--- src/rtl/rtc_wave_out.sv ---
module rtc_wave_out #(
  parameter int SEC_BITS = 16
) (
  input  logic       clk,
  input  logic       rst_n,
  input  logic       tick_hf,
  input  logic [2:0] src_sel,
  input  logic [2:0] high_code,
  input  logic [1:0] period_code,
  input  logic       alarm_flag,
  output logic       wave_out
);
  localparam int W = SEC_BITS;

  logic [W-1:0] cnt_q, cnt_nx, phase, hi_len;
  logic         alarm_q, tog_q, tog_nx, wave_nx;

  assign cnt_nx = cnt_q + 1'b1;
  assign tog_nx = tog_q ^ (alarm_flag & ~alarm_q);
  assign phase  = cnt_nx & ({W{1'b1}} >> period_code);

  always_comb begin
    case (high_code)
      3'd0:    hi_len = W'(2048);
      3'd1:    hi_len = W'(1024);
      3'd2:    hi_len = W'(256);
      3'd3:    hi_len = W'(64);
      3'd4:    hi_len = W'(32);
      3'd5:    hi_len = W'(8);
      3'd6:    hi_len = W'(2);
      default: hi_len = W'(1);
    endcase
  end

  always_comb begin
    case (src_sel)
      3'd1:    wave_nx = cnt_nx[W-1];
      3'd2:    wave_nx = cnt_nx[W-6];
      3'd3:    wave_nx = cnt_nx[W-7];
      3'd4:    wave_nx = cnt_nx[W-10];
      3'd5:    wave_nx = tog_nx;
      3'd6:    wave_nx = alarm_flag;
      3'd7:    wave_nx = phase < hi_len;
      default: wave_nx = 1'b0;
    endcase
  end

  always_ff @(posedge clk or negedge rst_n) begin
    if (!rst_n) begin
      cnt_q    <= '0;
      alarm_q  <= 1'b0;
      tog_q    <= 1'b0;
      wave_out <= 1'b0;
    end else begin
      alarm_q <= alarm_flag;
      tog_q   <= tog_nx;
      if (tick_hf) begin
        cnt_q    <= cnt_nx;
        wave_out <= wave_nx;
      end
    end
  end

  p_hold_no_tick_r8: assert property (@(posedge clk) disable iff (!rst_n)
    !tick_hf |=> $stable(wave_out));

  p_zero_source_r2: assert property (@(posedge clk) disable iff (!rst_n)
    (tick_hf && src_sel == 3'd0) |=> !wave_out);

  p_alarm_copy_r5: assert property (@(posedge clk) disable iff (!rst_n)
    (tick_hf && src_sel == 3'd6) |=> wave_out == $past(alarm_flag));

  p_out_known_r1: assert property (@(posedge clk) disable iff (!rst_n)
    !$isunknown(wave_out));
endmodule

--- config.mk ---
export PLATFORM = sky130hd
export DESIGN_NAME = rtc_wave_out
export DESIGN_NICKNAME = d
export VERILOG_FILES = /design/src/rtl/rtc_wave_out.sv
export SDC_FILE = /design/constraint.sdc
export NUM_CORES = 1
export LEC_CHECK = 0
export BUFFER_PORTS_ARGS = -buffer_cell sky130_fd_sc_hd__buf_4
export CAP_MARGIN = 20
export CORE_MARGIN = 3
export CORE_UTILIZATION = 39
export DETAILED_ROUTE_END_ITERATION = 10
export PLACE_DENSITY_LB_ADDON = 0.12
export SYNTH_ARGS = -nofsm -noshare
export SYNTH_HDL_FRONTEND = slang
export SYNTH_SLANG_ARGS = --single-unit
--- constraint.sdc ---
create_clock -name clk -period 3 [get_ports clk]
set_input_delay 0.6 -clock clk [delete_from_list [all_inputs] [get_ports clk]]
set_output_delay 0.6 -clock clk [all_outputs]
set_load 0.005 [all_outputs]
==> reports/results.tsv, run 1 <==
metric	value	unit
cts_max_path_buffers	2	
core	3490	um^2
synth.avg_cell_area	9.29	um^2
synth_top_cell_area_share	32.2	%
crit_arrival	3.02	ns
synth_area_leaders	dfrtp_1 (32%), xnor2_1 (12%), ha_1 (6.8%), xor2_1 (4.2%), nand2_1 (3.6%)	
timing.fmax	356	MHz
yosys_register_bits	19	
cts_tree	built	
crit_buf_inv	0	
antenna_found_initial	0	
grt_pass1_wl	5390	um
fp.dieW	67.5	um
crit_slowest_cell	or4_4	
timing.max_slew.rel_slack	69.9	%
die_y	67.5	um
avgViaCountPerCell	5.49	
netlist_area	1480	um^2
num-fill-cells	349	
netlist_instances	159	
wire_per_inst	14.2	um
endpoint_kind	flop	
cts_sinks	19	
grt.total_usage	15.7	%
grt_pass1_vias	1145	
synth_enable_flop_cells	0	
hold_slack	0.207	ns
routed_wl	3150	um
finalSetupViolations	0	
yosysTopAreaCell	dfrtp_1	
syn-num-nets	179	
synth_most_common_cell	xnor2_1	
rsz0062_at_grt	no	
cts_buffers	3	
critPathKind	flop to flop	
status	complete, no violations	
min_period	2.81	ns
powerDensity	608	nW/um^2
async_reset_ff_share	100	%
root_buffer	clkbuf_8	
first_pass_iters	4	
areaGrowthSynthToFinish	14.3	%
gp_congestion	0.870	
ir_drop	281	uV
layout-drive-gt1-share	22.2	%
synthFlopType	dfrtp_1	
nets	197	
synth_common_cells	xnor2_1 (20), dfrtp_1 (19), nand2_1 (14)	
worst-path-max-fanout	5	
dieArea	4560	um^2
clkTransAtPathRegs	0.08	ns
h-tree-depth	1	
start_util	42.2	%
cp_slowest_stage_delay	0.54	ns
grt_max_degree	20	
leakage	0.668	nW
hold_path_class	input port to asynchronous set/reset pin	
insertion_delay	0.26	ns
diodes	0	
crit_chain	ha_2 > nand3_2 > nor2_1 > nand2_1 > xnor2_1 > ha_1 > nand2b_1 > nor4_1 > and4b_1 > or4_4 > a2111oi_4 > o211a_1	
critPathTopFamily	simple AND/OR/NAND/NOR gates	
start_kind	flop	
num_vias	1218	
ctsHoldBuffers	0	
grt_overflow	0	
port_buffers	12	
synth_warnings	0	
place_hpwl	2450	um
hold_viol_final	0	
worst_pin_slew	0.449	ns
worst_clock_skew	0.00504	ns
drv_slew	0	
crit_required	3.21	ns
drt_drc_violations_left	0	
io_pins	13	
final.setup.tns	0	ns
finalCritPeriodShare	93.7	%
num_rows	21	
yosysSeqAreaShare	32.2	%
ant_nets	0	
first_iter_violations	56	
synth_cell_types	42	
timing.max_cap.violations	0	
-- worst register-to-register path, cell delays in order (launching register included) --
cell and delay (ns):
dfrtp_2 0.42, ha_2 0.20, nand3_2 0.13, nor2_1 0.17, nand2_1 0.08, xnor2_1 0.13, ha_1 0.20, nand2b_1 0.14
nor4_1 0.16, and4b_1 0.22, or4_4 0.54, a2111oi_4 0.21, o211a_1 0.17
-- final cells by class --
| class | instances | area (um^2) | area share [%] |
|---|---|---|---|
| Multi-Input combinational cell | 123 | 908 | 53.8 |
| Clock buffer | 4 | 45.0 | 2.67 |
| Sequential cell | 19 | 478 | 28.3 |
| Tap cell | 46 | 57.6 | 3.41 |
| Inverter | 7 | 26.3 | 1.56 |
| Timing Repair Buffer | 23 | 173 | 10.2 |
-- repair_timing --
action,CTS,global route
gates resized for setup,0,4
buffers inserted,0,1
endpoints found under the setup margin,0,1
-- final timing paths --
| check | startpoint | to | slack (ns) | depth (start not counted) |
|---|---|---|---|---|
| setup reg to reg | cnt_q[0] | wave_out | 0.19 | 12 |
| hold / removal | rst_n | cnt_q[2] | 0.21 | 1 |
| hold reg to reg | cnt_q[15] | cnt_q[15] | 0.50 | 1 |
| setup / recovery | cnt_q[0] | wave_out | 0.19 | 12 |
| max in group asynchronous | rst_n | cnt_q[0] | 2.56 | 1 |
| min in group clk | alarm_flag | alarm_q | 0.46 | 1 |
-- cells in the final DEF (no fill, tap or decap), drive strengths merged --
master,Yosys,routed
nor2,11,11
or3b,2,2
nand2b,2,2
nand3,10,10
and4b,2,2
nand4,8,8
clkbuf,2,4
o21ai,5,5
xor2,7,7
and3,2,2
nand3b,3,3
inv,7,7
a311o,1,1
dfrtp,19,19
or3,2,2
nor3,4,4
a2111oi,3,3
a211oi,2,2
buf,8,23
o31ai,2,2
a31o,1,1
xnor2,20,20
o211ai,1,1
o211a,1,1
o22ai,1,1
a21oi,1,1
nor4,4,4
mux2,1,1
ha,8,8
a31oi,1,1
or4,1,1
mux2i,1,1
a221o,1,1
o311a,1,1
nand2,14,14
-- report_power, final --
part	switching (W)	internal, W	total, W
clock	0.0000907	0.0000947	0.000185
combinational	0.000218	0.000232	0.000450
sequential	0.0000741	0.000317	0.000391
-- state kept, by name, indices dropped and copies added, names as in the netlist --
register  count
cnt_q        16
alarm_q       1
tog_q         1
wave_out      1
-- cell families after synthesis --
group	after synthesis	share of synthesized area, %
AND/OR/NAND/NOR	65	25.3
adder cells (fa/ha/maj)	8	6.78
flip-flops	19	32.2
buffers and inverters	17	6.53
AO/OA/AOI/OAI	21	11.8
XOR/XNOR	27	16.0
multiplexers	2	1.44
-- per-layer routing --
metal | GRT usage, % | up-vias | routed length [um]
li1 | - | 606 | -
met3 | 3.99 | 4 | 166
met5 | 0 | - | 0
met1 | 21.8 | 584 | 1530
met4 | 3.04 | 0 | 21
met2 | 24.7 | 24 | 1430
-- through the flow --
stage	util (%)	std cells	power (W)	setup WS, ns	instance area [um^2]
3_5_place_dp	46.6	217	0.000835	0.0896	1630
4_1_cts	47.9	221	0.00103	0.125	1670
6_report	48.3	222	0.00103	0.189	1690
2_1_floorplan	-	159	0.000725	0.177	1480
5_1_grt	48.3	222	0.00111	0.0176	1690
3_3_place_gp	46.6	217	0.000813	0.138	1630
Power figures use the tool's default switching activity.
==> run 2: changes to the inputs <==
--- a/config.mk
+++ b/config.mk
@@ -8,7 +8,7 @@
 export BUFFER_PORTS_ARGS = -buffer_cell sky130_fd_sc_hd__buf_4
 export CAP_MARGIN = 20
 export CORE_MARGIN = 3
-export CORE_UTILIZATION = 39
+export CORE_UTILIZATION = 51
 export DETAILED_ROUTE_END_ITERATION = 10
 export PLACE_DENSITY_LB_ADDON = 0.12
 export SYNTH_ARGS = -nofsm -noshare
==> constraint.sdc (replaced) <==
create_clock -name clk -period 3.6 [get_ports clk]
set_input_delay 0.72 -clock clk [delete_from_list [all_inputs] [get_ports clk]]
set_output_delay 0.72 -clock clk [all_outputs]
set_load 0.005 [all_outputs]
==> reports/results.tsv, run 2 (synthesized netlist as in run 1, its figures left out) <==
metric	value	unit	change
insertion_delay	0.31	ns	+0.05 ns
fp.dieW	59.8	um	-11%
ant_nets	0		unchanged
pre_cts_slack	0.471	ns	+0.381 ns
setup_ws	0.458	ns	+0.269 ns
antenna_found_initial	0		unchanged
place_hpwl	2240	um	-8.5%
port_buffers	12		unchanged
routed_wl	3000	um	-4.5%
cts_max_path_buffers	2		unchanged
crit_arrival	3.40	ns	+0.38 ns
worst-path-max-fanout	6		+1
first_iter_violations	86		+54%
worst_clock_skew	0.0100	ns	+0.00498 ns
final_common_cell	xnor2_1		
layout-drive-gt1-share	15.7	%	-6.5 points
start_util	56.5	%	+14 points
hold_path_class	input port to asynchronous set/reset pin		
grt.total_usage	18.4	%	+2.6 points
die_y	59.8	um	-11%
num_rows	18		-14%
areaGrowthSynthToFinish	6.19	%	
finalSetupViolations	0		unchanged
endpoint_kind	flop		
rsz0062_at_grt	no		
ctsHoldBuffers	0		unchanged
grt_pass1_vias	1185		+3.5%
final.setup.tns	0	ns	unchanged
cts.repair.resized	0		unchanged
timing.max_slew.rel_slack	69.4	%	-0.51 points
critPathKind	flop to flop		
cts_buffers	3		unchanged
powerDensity	482	nW/um^2	-21%
hold_viol_final	0		unchanged
cts_setup_buffers	0		unchanged
worst_pin_slew	0.455	ns	+0.00580 ns
grt_max_degree	20		unchanged
most-common-layout-cells	xnor2_1 (20), dfrtp_1 (19), nand2_1 (14)		
num_vias	1223		+0.41%
cts_tree	built		
status	complete, no violations		
gp_congestion	0.866		-0.48%
drt_drc_violations_left	0		unchanged
wire_per_inst	15.3	um	+8.1%
io_pins	13		unchanged
timing.max_cap.violations	0		unchanged
crit_required	3.86	ns	+0.65 ns
core	2610	um^2	-25%
finalCritPeriodShare	87.3	%	-6.4 points
dieArea	3580	um^2	-22%
h-tree-depth	1		unchanged
ir_drop	433	uV	+54%
timing.fmax	318	MHz	-11%
root_buffer	clkbuf_4		
max_flop_register	cnt_q		
first_pass_iters	4		unchanged
grt_overflow	0		unchanged
drv_slew	0		unchanged
min_period	3.14	ns	+0.331 ns
start_kind	flop		
clkTransAtPathRegs	0.11	ns	+0.03 ns
avgViaCountPerCell	6.24		+14%
cts_sinks	19		unchanged
power	0.000755	W	-26%
num-fill-cells	249		-29%
largest_register_ffs	16		unchanged
grt_pass1_wl	5110	um	-5.2%
nets	187		-5.1%
diodes	0		unchanged
leakage	0.615	nW	-8.0%
## run 2: cell count changes in the layout (fill, tap and decap cells not counted), sizes merged
cell / before / now
buf: 23 / 13
## run 2: power breakdown
group | total, W | switching (W) | internal [W]
Sequential | 0.000351 | 0.0000903 | 0.000261
Clock | 0.000111 | 0.0000673 | 0.0000433
Combinational | 0.000293 | 0.000143 | 0.000151
Total | 0.000755 | 0.000301 | 0.000455
## run 2: path summary, 6_finish.rpt
kind                                from       end  slack, ns  cells after the start
worst max register to register  cnt_q[0]  wave_out       0.46                     12
min in group clk                   tog_q     tog_q       0.47                      1
worst min register to register     tog_q     tog_q       0.47                      1
max in group asynchronous          rst_n  cnt_q[8]       3.11                      1
worst min-delay path               rst_n  cnt_q[5]       0.27                      1
worst max-delay path            cnt_q[0]  wave_out       0.46                     12
## run 2: final cells by class
type,count,area (um^2),share of cell area [%]
Sequential cell,19,475,30.3
Multi-Input combinational cell,123,905,57.7
Tap cell,30,37.5,2.39
Inverter,7,26.3,1.68
Timing Repair Buffer,13,97.6,6.23
Clock buffer,4,26.3,1.68
## run 2: routing by layer
layer	global-route usage, %	part of all wire (%)	vias to the layer above	wire [um]
met2	30.1	47	32	1400
met1	24.3	47	604	1420
met4	5.06	0.80	0	24
met3	3.89	5.3	6	160
met5	0	0	-	0
li1	-	-	581	-
## run 2: critical path: stages, from the launching register on
cell	delay, ns
dfrtp_1	0.46
ha_1	0.32
nand3_2	0.16
nor2_1	0.27
nand2_1	0.11
xnor2_1	0.14
ha_1	0.21
nand2b_1	0.14
nor4_1	0.17
and4b_1	0.23
or4_4	0.54
a2111oi_4	0.20
o211a_1	0.16
## run 2: metrics by stage
step	area (um^2)	util (%)	instances	hold slack (ns)
2_1_floorplan	1480	-	159	0.424
3_3_place_gp	1540	59.0	192	0.463
3_5_place_dp	1540	59.0	192	0.457
4_1_cts	1570	60.0	196	0.270
5_1_grt	1570	60.0	196	0.268
6_report	1570	60.0	196	0.266
